**config.mk**
```make
export PLATFORM = sky130hd
export DESIGN_NAME = branch_target_predictor
export DESIGN_NICKNAME = d
export VERILOG_FILES = /design/src/rtl/btb_pkg.sv /design/src/rtl/btb_update_ctl.sv /design/src/rtl/btb_ram.sv /design/src/rtl/btb_flags.sv /design/src/rtl/btb_lookup.sv /design/src/rtl/branch_target_predictor.sv
export SDC_FILE = /design/constraint.sdc
export NUM_CORES = 2
export LEC_CHECK = 0
export BUFFER_PORTS_ARGS = -buffer_cell sky130_fd_sc_hd__buf_2
export CAP_MARGIN = 10
export CORE_UTILIZATION = 35
export DETAILED_ROUTE_END_ITERATION = 7
export PLACE_DENSITY_LB_ADDON = 0.15
export SLEW_MARGIN = 20
export SYNTH_ARGS = -nofsm -noshare
export SYNTH_HDL_FRONTEND = slang
export SYNTH_SLANG_ARGS = --single-unit
```
**constraint.sdc**
```tcl
create_clock -name clk -period 9 [get_ports clk]
set_clock_uncertainty 0.05 [all_clocks]
set_input_delay 1.8 -clock clk [delete_from_list [all_inputs] [get_ports clk]]
set_output_delay 1.8 -clock clk [all_outputs]
set_load 0.05 [all_outputs]
```
**src/rtl/btb_pkg.sv**
```systemverilog
package btb_pkg;
  typedef enum logic [1:0] {
    UPD_NONE  = 2'd0,
    UPD_ALLOC = 2'd1,
    UPD_CLEAR = 2'd2
  } upd_kind_e;
endpackage

```
**src/rtl/btb_update_ctl.sv**
```systemverilog
module btb_update_ctl
  import btb_pkg::*;
(
  input  logic      fb_valid,
  input  logic      fb_taken,
  input  logic      fb_mispredict,
  output upd_kind_e kind
);
  always_comb begin
    kind = UPD_NONE;
    if (fb_valid && fb_mispredict) begin
      if (fb_taken) kind = UPD_ALLOC;
      else          kind = UPD_CLEAR;
    end
  end
endmodule

```
**src/rtl/btb_ram.sv**
```systemverilog
module btb_ram #(
  parameter int W     = 56,
  parameter int ADR_W = 6
) (
  input  logic             clk,
  input  logic             we,
  input  logic [ADR_W-1:0] waddr,
  input  logic [W-1:0]     wdata,
  input  logic [ADR_W-1:0] raddr,
  output logic [W-1:0]     rdata
);
  localparam int DEPTH = 1 << ADR_W;

  logic [W-1:0] mem [DEPTH];

  // read-first: the read register takes the word held before this edge's write
  always_ff @(posedge clk) begin
    if (we) mem[waddr] <= wdata;
    rdata <= mem[raddr];
  end
endmodule

```
**src/rtl/btb_flags.sv**
```systemverilog
module btb_flags
  import btb_pkg::*;
#(
  parameter int IDX_W = 6
) (
  input  logic             clk,
  input  logic             rst,
  input  upd_kind_e        kind,
  input  logic [IDX_W-1:0] widx,
  input  logic [IDX_W-1:0] ridx,
  output logic             valid_q,
  output logic             dir_q
);
  localparam int N = 1 << IDX_W;

  logic [N-1:0] valid_r;
  logic [N-1:0] dir_r;

  genvar g;
  generate
    for (g = 0; g < N; g++) begin : g_slot
      always_ff @(posedge clk) begin
        if (rst) begin
          valid_r[g] <= 1'b0;
          dir_r[g]   <= 1'b0;
        end else if (widx == IDX_W'(g)) begin
          if (kind == UPD_ALLOC) begin
            valid_r[g] <= 1'b1;
            dir_r[g]   <= 1'b1;
          end else if (kind == UPD_CLEAR) begin
            dir_r[g]   <= 1'b0;
          end
        end
      end
    end
  endgenerate

  always_ff @(posedge clk) begin
    if (rst) begin
      valid_q <= 1'b0;
      dir_q   <= 1'b0;
    end else begin
      valid_q <= valid_r[ridx];
      dir_q   <= dir_r[ridx];
    end
  end
endmodule

```
**src/rtl/btb_lookup.sv**
```systemverilog
module btb_lookup #(
  parameter int PC_W  = 32,
  parameter int TAG_W = 26
) (
  input  logic [PC_W-1:0]  pc_q,
  input  logic [TAG_W-1:0] tag_q,
  input  logic [TAG_W-1:0] rd_tag,
  input  logic [PC_W-1:0]  rd_target,
  input  logic             valid_q,
  input  logic             dir_q,
  output logic [PC_W-1:0]  next_pc,
  output logic             pred_taken
);
  logic hit;

  always_comb begin
    hit        = valid_q && (rd_tag == tag_q);
    pred_taken = hit && dir_q;
    next_pc    = pred_taken ? rd_target : pc_q + PC_W'(4);
  end
endmodule

```
**src/rtl/branch_target_predictor.sv**
```systemverilog
module branch_target_predictor
  import btb_pkg::*;
#(
  parameter int PC_W  = 32,
  parameter int IDX_W = 6
) (
  input  logic            clk,
  input  logic            rst,
  input  logic [PC_W-1:0] fetch_pc,
  output logic [PC_W-1:0] next_pc,
  output logic            pred_taken,
  input  logic            fb_valid,
  input  logic [PC_W-1:0] fb_pc,
  input  logic            fb_taken,
  input  logic [PC_W-1:0] fb_target,
  input  logic            fb_mispredict
);
  localparam int TAG_W   = PC_W - IDX_W;
  localparam int ENTRY_W = TAG_W + PC_W;

  function automatic logic [IDX_W-1:0] idx_of(input logic [PC_W-1:0] pc);
    return pc[IDX_W+1:2];
  endfunction

  function automatic logic [TAG_W-1:0] tag_of(input logic [PC_W-1:0] pc);
    return {pc[PC_W-1:IDX_W+2], pc[1:0]};
  endfunction

  upd_kind_e          kind;
  logic [ENTRY_W-1:0] rd_entry;
  logic               valid_q;
  logic               dir_q;
  logic [PC_W-1:0]    pc_q;

  btb_update_ctl u_ctl (
    .fb_valid      (fb_valid),
    .fb_taken      (fb_taken),
    .fb_mispredict (fb_mispredict),
    .kind          (kind)
  );

  btb_ram #(.W(ENTRY_W), .ADR_W(IDX_W)) u_ram (
    .clk   (clk),
    .we    (kind == UPD_ALLOC),
    .waddr (idx_of(fb_pc)),
    .wdata ({tag_of(fb_pc), fb_target}),
    .raddr (idx_of(fetch_pc)),
    .rdata (rd_entry)
  );

  btb_flags #(.IDX_W(IDX_W)) u_flags (
    .clk     (clk),
    .rst     (rst),
    .kind    (kind),
    .widx    (idx_of(fb_pc)),
    .ridx    (idx_of(fetch_pc)),
    .valid_q (valid_q),
    .dir_q   (dir_q)
  );

  always_ff @(posedge clk) pc_q <= fetch_pc;

  btb_lookup #(.PC_W(PC_W), .TAG_W(TAG_W)) u_look (
    .pc_q       (pc_q),
    .tag_q      (tag_of(pc_q)),
    .rd_tag     (rd_entry[ENTRY_W-1:PC_W]),
    .rd_target  (rd_entry[PC_W-1:0]),
    .valid_q    (valid_q),
    .dir_q      (dir_q),
    .next_pc    (next_pc),
    .pred_taken (pred_taken)
  );
endmodule

```
== Word-level counts from Yosys, hierarchy flattened ==
Memory sizes are Yosys's and may differ from the RTL's. A register that Yosys moved wholly into a read port is not among the register bits.
Cells that the tools add are included.
Operators by class
  eq/ne operators: 66
  add/sub/neg operators: 1
  mux-type cells: 11
  $lt $le $gt $ge: 1
  reduce and logical (&&, ||, !) cells: 133
Operators by type and width (count)
  $reduce_and 2->1: 128
  $eq 6x6->1 const B: 32
  $eq 6x5->1 const B: 16
  $eq 6x4->1 const B: 8
  $add 32x3->32 const B: 1
  $mux 32: 1
  $eq 26x26->1: 1
  $eq 6x3->1 const B: 4
  $bmux 1 s6: 2
  $eq 6x2->1 const B: 2
  $lt 6x7->1 const B: 1
  $eq 6x1->1 const B: 1
  $logic_not 6->1: 1
  $mux 1: 6
  $mux 2: 2
  $logic_and 1x1->1: 3
  $eq 2x1->1 const B: 1
  $eq 2x2->1 const B: 1
  $reduce_bool 2->1: 1
Word-level totals
  register bits after elaboration: 162
  memories: 1
  memory bits (writable): 3712
  output and inout bits: 33
  input port bits: 101
Memory list
  u_ram.mem: depth 64, bits a word 58, rd ports 1, clocked after Yosys merged registers in 1, write ports 1, RTL line btb_ram.sv:14  | logic [W-1:0] mem [DEPTH];

== Depth between registers and ports, before layout ==
  depth after elaboration: 5
  mapped depth: 10
  depth with buffers taken out: 6

== Cells and area by module ==
Synthesis repeated with hierarchy kept, for this count alone.
Unflattened totals
  cell total of the unflattened synthesis: 6852
  area total of the unflattened synthesis: 149430.8 µm²
Modules (own cells, without submodules)
  btb_ram: area each 141749.7 µm², instances 1, sequential area each 112628.0 µm², cells an instance 6021
  btb_flags: area each 5690.5 µm², instances 1, sequential area each 2602.5 µm², cells an instance 634
  btb_lookup: area each 1320.0 µm², instances 1, sequential area each 0.0 µm², cells an instance 162
  branch_target_predictor: area each 654.4 µm², instances 1, sequential area each 640.6 µm², cells an instance 33
  btb_update_ctl: area each 16.3 µm², instances 1, sequential area each 0.0 µm², cells an instance 2

== Least setup slack after synthesis ==
Ideal clock, no wire load.
  path type: input port to flip-flop
  start point: input port fb_pc[6]
  end point: memory u_ram.mem[14][0] in the netlist's numbering (enable)
  data required time: 8.473 ns
  stages on the path: 4
  arrival: 5.338 ns
  slack: 3.134 ns
  path buffers: 1
  path through: clkbuf_1 > nor3b_1 > nand2_1 > nor2_1
RTL lines
  start, declared: RTL line branch_target_predictor.sv:13  | input logic [PC_W-1:0] fb_pc,
  end, declared: RTL line btb_ram.sv:14
Straight into the memory's write port.

== Worst setup path in the final report ==
  start point: register pc_q[9]
  end point: output port next_pc[2]
Between the ends
  cells in the longest elaborated chain, start to end: 4
Ends and longest elaborated chain
  start, declared: RTL line branch_target_predictor.sv:33  | logic [PC_W-1:0] pc_q;
  start signal, assigned: RTL line branch_target_predictor.sv:61  | always_ff @(posedge clk) pc_q <= fetch_pc;
  $eq 26x26->1: RTL line btb_lookup.sv:17  | hit = valid_q && (rd_tag == tag_q);
  $logic_and 1x1->1: RTL line btb_lookup.sv:17
  $logic_and 1x1->1: RTL line btb_lookup.sv:18  | pred_taken = hit && dir_q;
  $mux 32: RTL line btb_lookup.sv:19  | next_pc = pred_taken ? rd_target : pc_q + PC_W'(4);
  end, declared: RTL line branch_target_predictor.sv:10  | output logic [PC_W-1:0] next_pc,
No other way between the ends.

==> metrics.csv <==
metric;value;unit
drc_errors;2;
cts.sinks;3932;
min_path_type;reg -> reg;
fmax;0.154;GHz
grt_pass1_wl;625;mm
min_period_over_period;72.0;%
netlist_instances;6465;
yosysSeqAreaShare;77.6;%
postSynthAreaPerCell;23.1;um2
htree_num_levels;5;
hold_depth;2;
violations;design-rule violations;
synth_flop_cell;edfxtp_1;
maxSlewHeadroom;23.3;%
io_buffer_count;133;
netlist_area;149000;um2
final.setup.tns;0;ps
ctsHoldBuffers;0;
max-vdd-ir-drop;166;uV
die_w;655;um
overflow;0;
avgViaCountPerCell;5.52;
outcome;complete, but fails checks;
insertion_delay;1010;ps
io_pins;134;
hold_viol_final;0;
worst-path-max-fanout;20;
min_period;6480;ps
cts-resized-gates;0;
antenna_found_initial;55;
r2r_end;u_ram.rdata[18];
rrSetupSlack;6470;ps
cts_buffer_depth;4;
clkPwrFrac;43.3;%
synth.distinct_cells;50;
cts_setup_buffers;0;
grt_pass1_vias;73700;
powerDensity;226;nW/um2
worst_pin_slew;1150;ps
drt_iter0_drc;7835;
fin_util;40.5;%
routedWlPerCell;35.2;um
synth_nets;6567;
crit_arrival;4630;ps
cp-start-kind;register;
layout-drive-gt1-share;30.7;%
routed_wl;457;mm
tritoncts;done;
gp_congestion;0.815;
sw_frac_of_total;22.0;%
path_clk_slew;60;ps
min_from;u_flags.valid_r[3];
core_area;424000;um2
vias;71600;
syn2layout_area_growth;15.1;%
hold_path_end;u_flags.valid_r[3];
timing.rr.start;u_ram.mem[11][18];
synth_edf_count;3712;
critical_path_class;reg -> out;
clockRootBuffer;clkbuf_16;
worst_setup_path_end_kind;output pin;
leakagePower;52.9;nW
nNetsFinal;7014;
cp_data_required_time;7150;ps
ys_ff_latch;3932;
dr.pass1.iters;7;
setup_violations;0;
rsz0062_at_grt;no;
slew_viol_final;0;
power.switching;8.54;mW
dpl.hpwl;255;mm
power_frac_seq;51.9;%
grt_max_degree;101;
dieArea;429000;um2
pwr-share-comb;4.7;%
rows;239;
yosys_warnings;0;
synth_async_sr_flop_share;0;%
initial_core_util;35.2;%
r2r_cells;4;
gr-usage-all-layers;21.1;%
die_h;655;um
maxCapViolations;0;
internal_power;30.3;mW
cts_buffers;421;
ant_nets;0;
## routing by layer
metal	track usage, %	part of all wire [%]
met1	28.4	41
met2	36.0	50
met3	2.75	5.5
met4	6.07	3.1
met5	0	0.0050
## worst max-delay path, cell delays in order, from the launching register on
cell and delay (ps):
dfxtp_1 560, xor2_1 190, nor4_1 820, nand4_1 300
nor4b_4 400, buf_4 380, mux2i_1 610, buf_2 380
## layout by cell type, fill, tap and decap left out, types with 41 or more instances in the layout
master and n:
clkbuf_16 424, buf_2 120, edfxtp_1 3712, nor2_1 182, o21ai_0 41, clkbuf_1 118, clkinv_2 77, mux4_2 1143
buf_4 217, dfxtp_1 220, mux2i_1 64, nor3_1 65, nor2_4 50, a21oi_1 145, diode_2 49, clkinv_1 82
nand3_1 62, nand2_1 73
## layout make-up
type	instances	area (um2)
Fill cell	37400	252000
Sequential cell	3932	116000
Multi-Input combinational cell	2143	32100
Clock buffer	568	11400
Tap cell	5663	7090
Timing Repair Buffer	382	3130
Clock inverter	214	1900
Inverter	32	188
Antenna cell	49	123
## worst max path at each step
stage	slack [ps]	to	start
floorplan	3130	u_ram.mem[14][0]	fb_pc[6]
global placement	3150	u_ram.mem[38][44]	fb_taken
detailed placement	3290	u_ram.rdata[12]	fetch_pc[2]
CTS	2470	next_pc[2]	u_ram.rdata[40]
global route	2570	next_pc[2]	u_ram.rdata[40]
finish	2520	next_pc[2]	pc_q[9]
## kinds of logic after synthesis
logic type | count (synthesis) | synth area share, %
and+or+nand+nor | 528 | 1.63
DFF | 3932 | 77.6
xor gates and xnor gates | 54 | 0.317
AOI/OAI and AO/OA | 316 | 1.26
adders and majority gates | 1 | 0.00838
buffers and inverters | 390 | 1.22
muxes | 1244 | 18.0
## state kept, by name (all words and copies together) (netlist names)
register / count
u_flags.valid_r: 64
pc_q: 32
u_flags.dir_q: 1
u_flags.valid_q: 1
u_ram.rdata: 58
u_flags.dir_r: 64
u_ram.mem: 3712
## stage by stage
stage / hold WS, ps / cell area (um2) / cells / worst slack [ps] / total power [mW]
floorplan: 372 / 149000 / 6465 / 3130 / 21.5
global placement: 383 / 158000 / 12100 / 3150 / 22.4
detailed placement: 396 / 158000 / 12200 / 3290 / 22.4
CTS: 404 / 172000 / 12900 / 2470 / 39.2
global route: 418 / 172000 / 13000 / 2570 / 39.9
finish: 400 / 172000 / 13000 / 2520 / 38.8
## power by group through the flow
stage                     Combinational [mW]  Clock [mW]  Sequential (mW)
final                                   1.84        16.8             20.2
after global routing                    1.94        17.8             20.2
after CTS                               1.88        17.2             20.2
after detailed placement                1.87           0             20.6
after global placement                  1.85           0             20.6
after floorplan                        0.997           0             20.5
## synthesized netlist by cell type (2+ instances only)
cell type,n,share of area (%)
and3_1,6,0.025
o21ai_0,41,0.14
mux2i_1,64,0.43
nor3_1,65,0.22
or3_1,2,0.0084
o21a_1,2,0.010
mux2_2,37,0.28
nor2_1,236,0.59
nor4_1,12,0.050
nor3b_1,4,0.020
nand4_1,15,0.063
buf_2,120,0.40
a22oi_1,25,0.13
xor2_1,26,0.15
and2_1,5,0.021
and3b_1,2,0.012
mux4_2,1143,17
edfxtp_1,3712,75
a31oi_1,28,0.12
dfxtp_1,220,3.0
o21ai_1,17,0.057
nor4b_1,2,0.012
o211ai_1,17,0.085
o221ai_1,31,0.18
a311oi_1,2,0.012
nand2_1,74,0.19
buf_1,27,0.068
nand2b_1,20,0.084
nor4_2,2,0.017
xnor2_1,28,0.16
buf_4,17,0.085
nor2b_1,5,0.021
a21oi_1,145,0.49
o21ba_2,3,0.020
buf_6,20,0.15
and4_1,4,0.023
o22ai_1,2,0.0084
inv_1,32,0.080
nand3b_1,6,0.030
clkbuf_1,174,0.44
nand3_1,63,0.21
(Power assumes the default switching activity.)
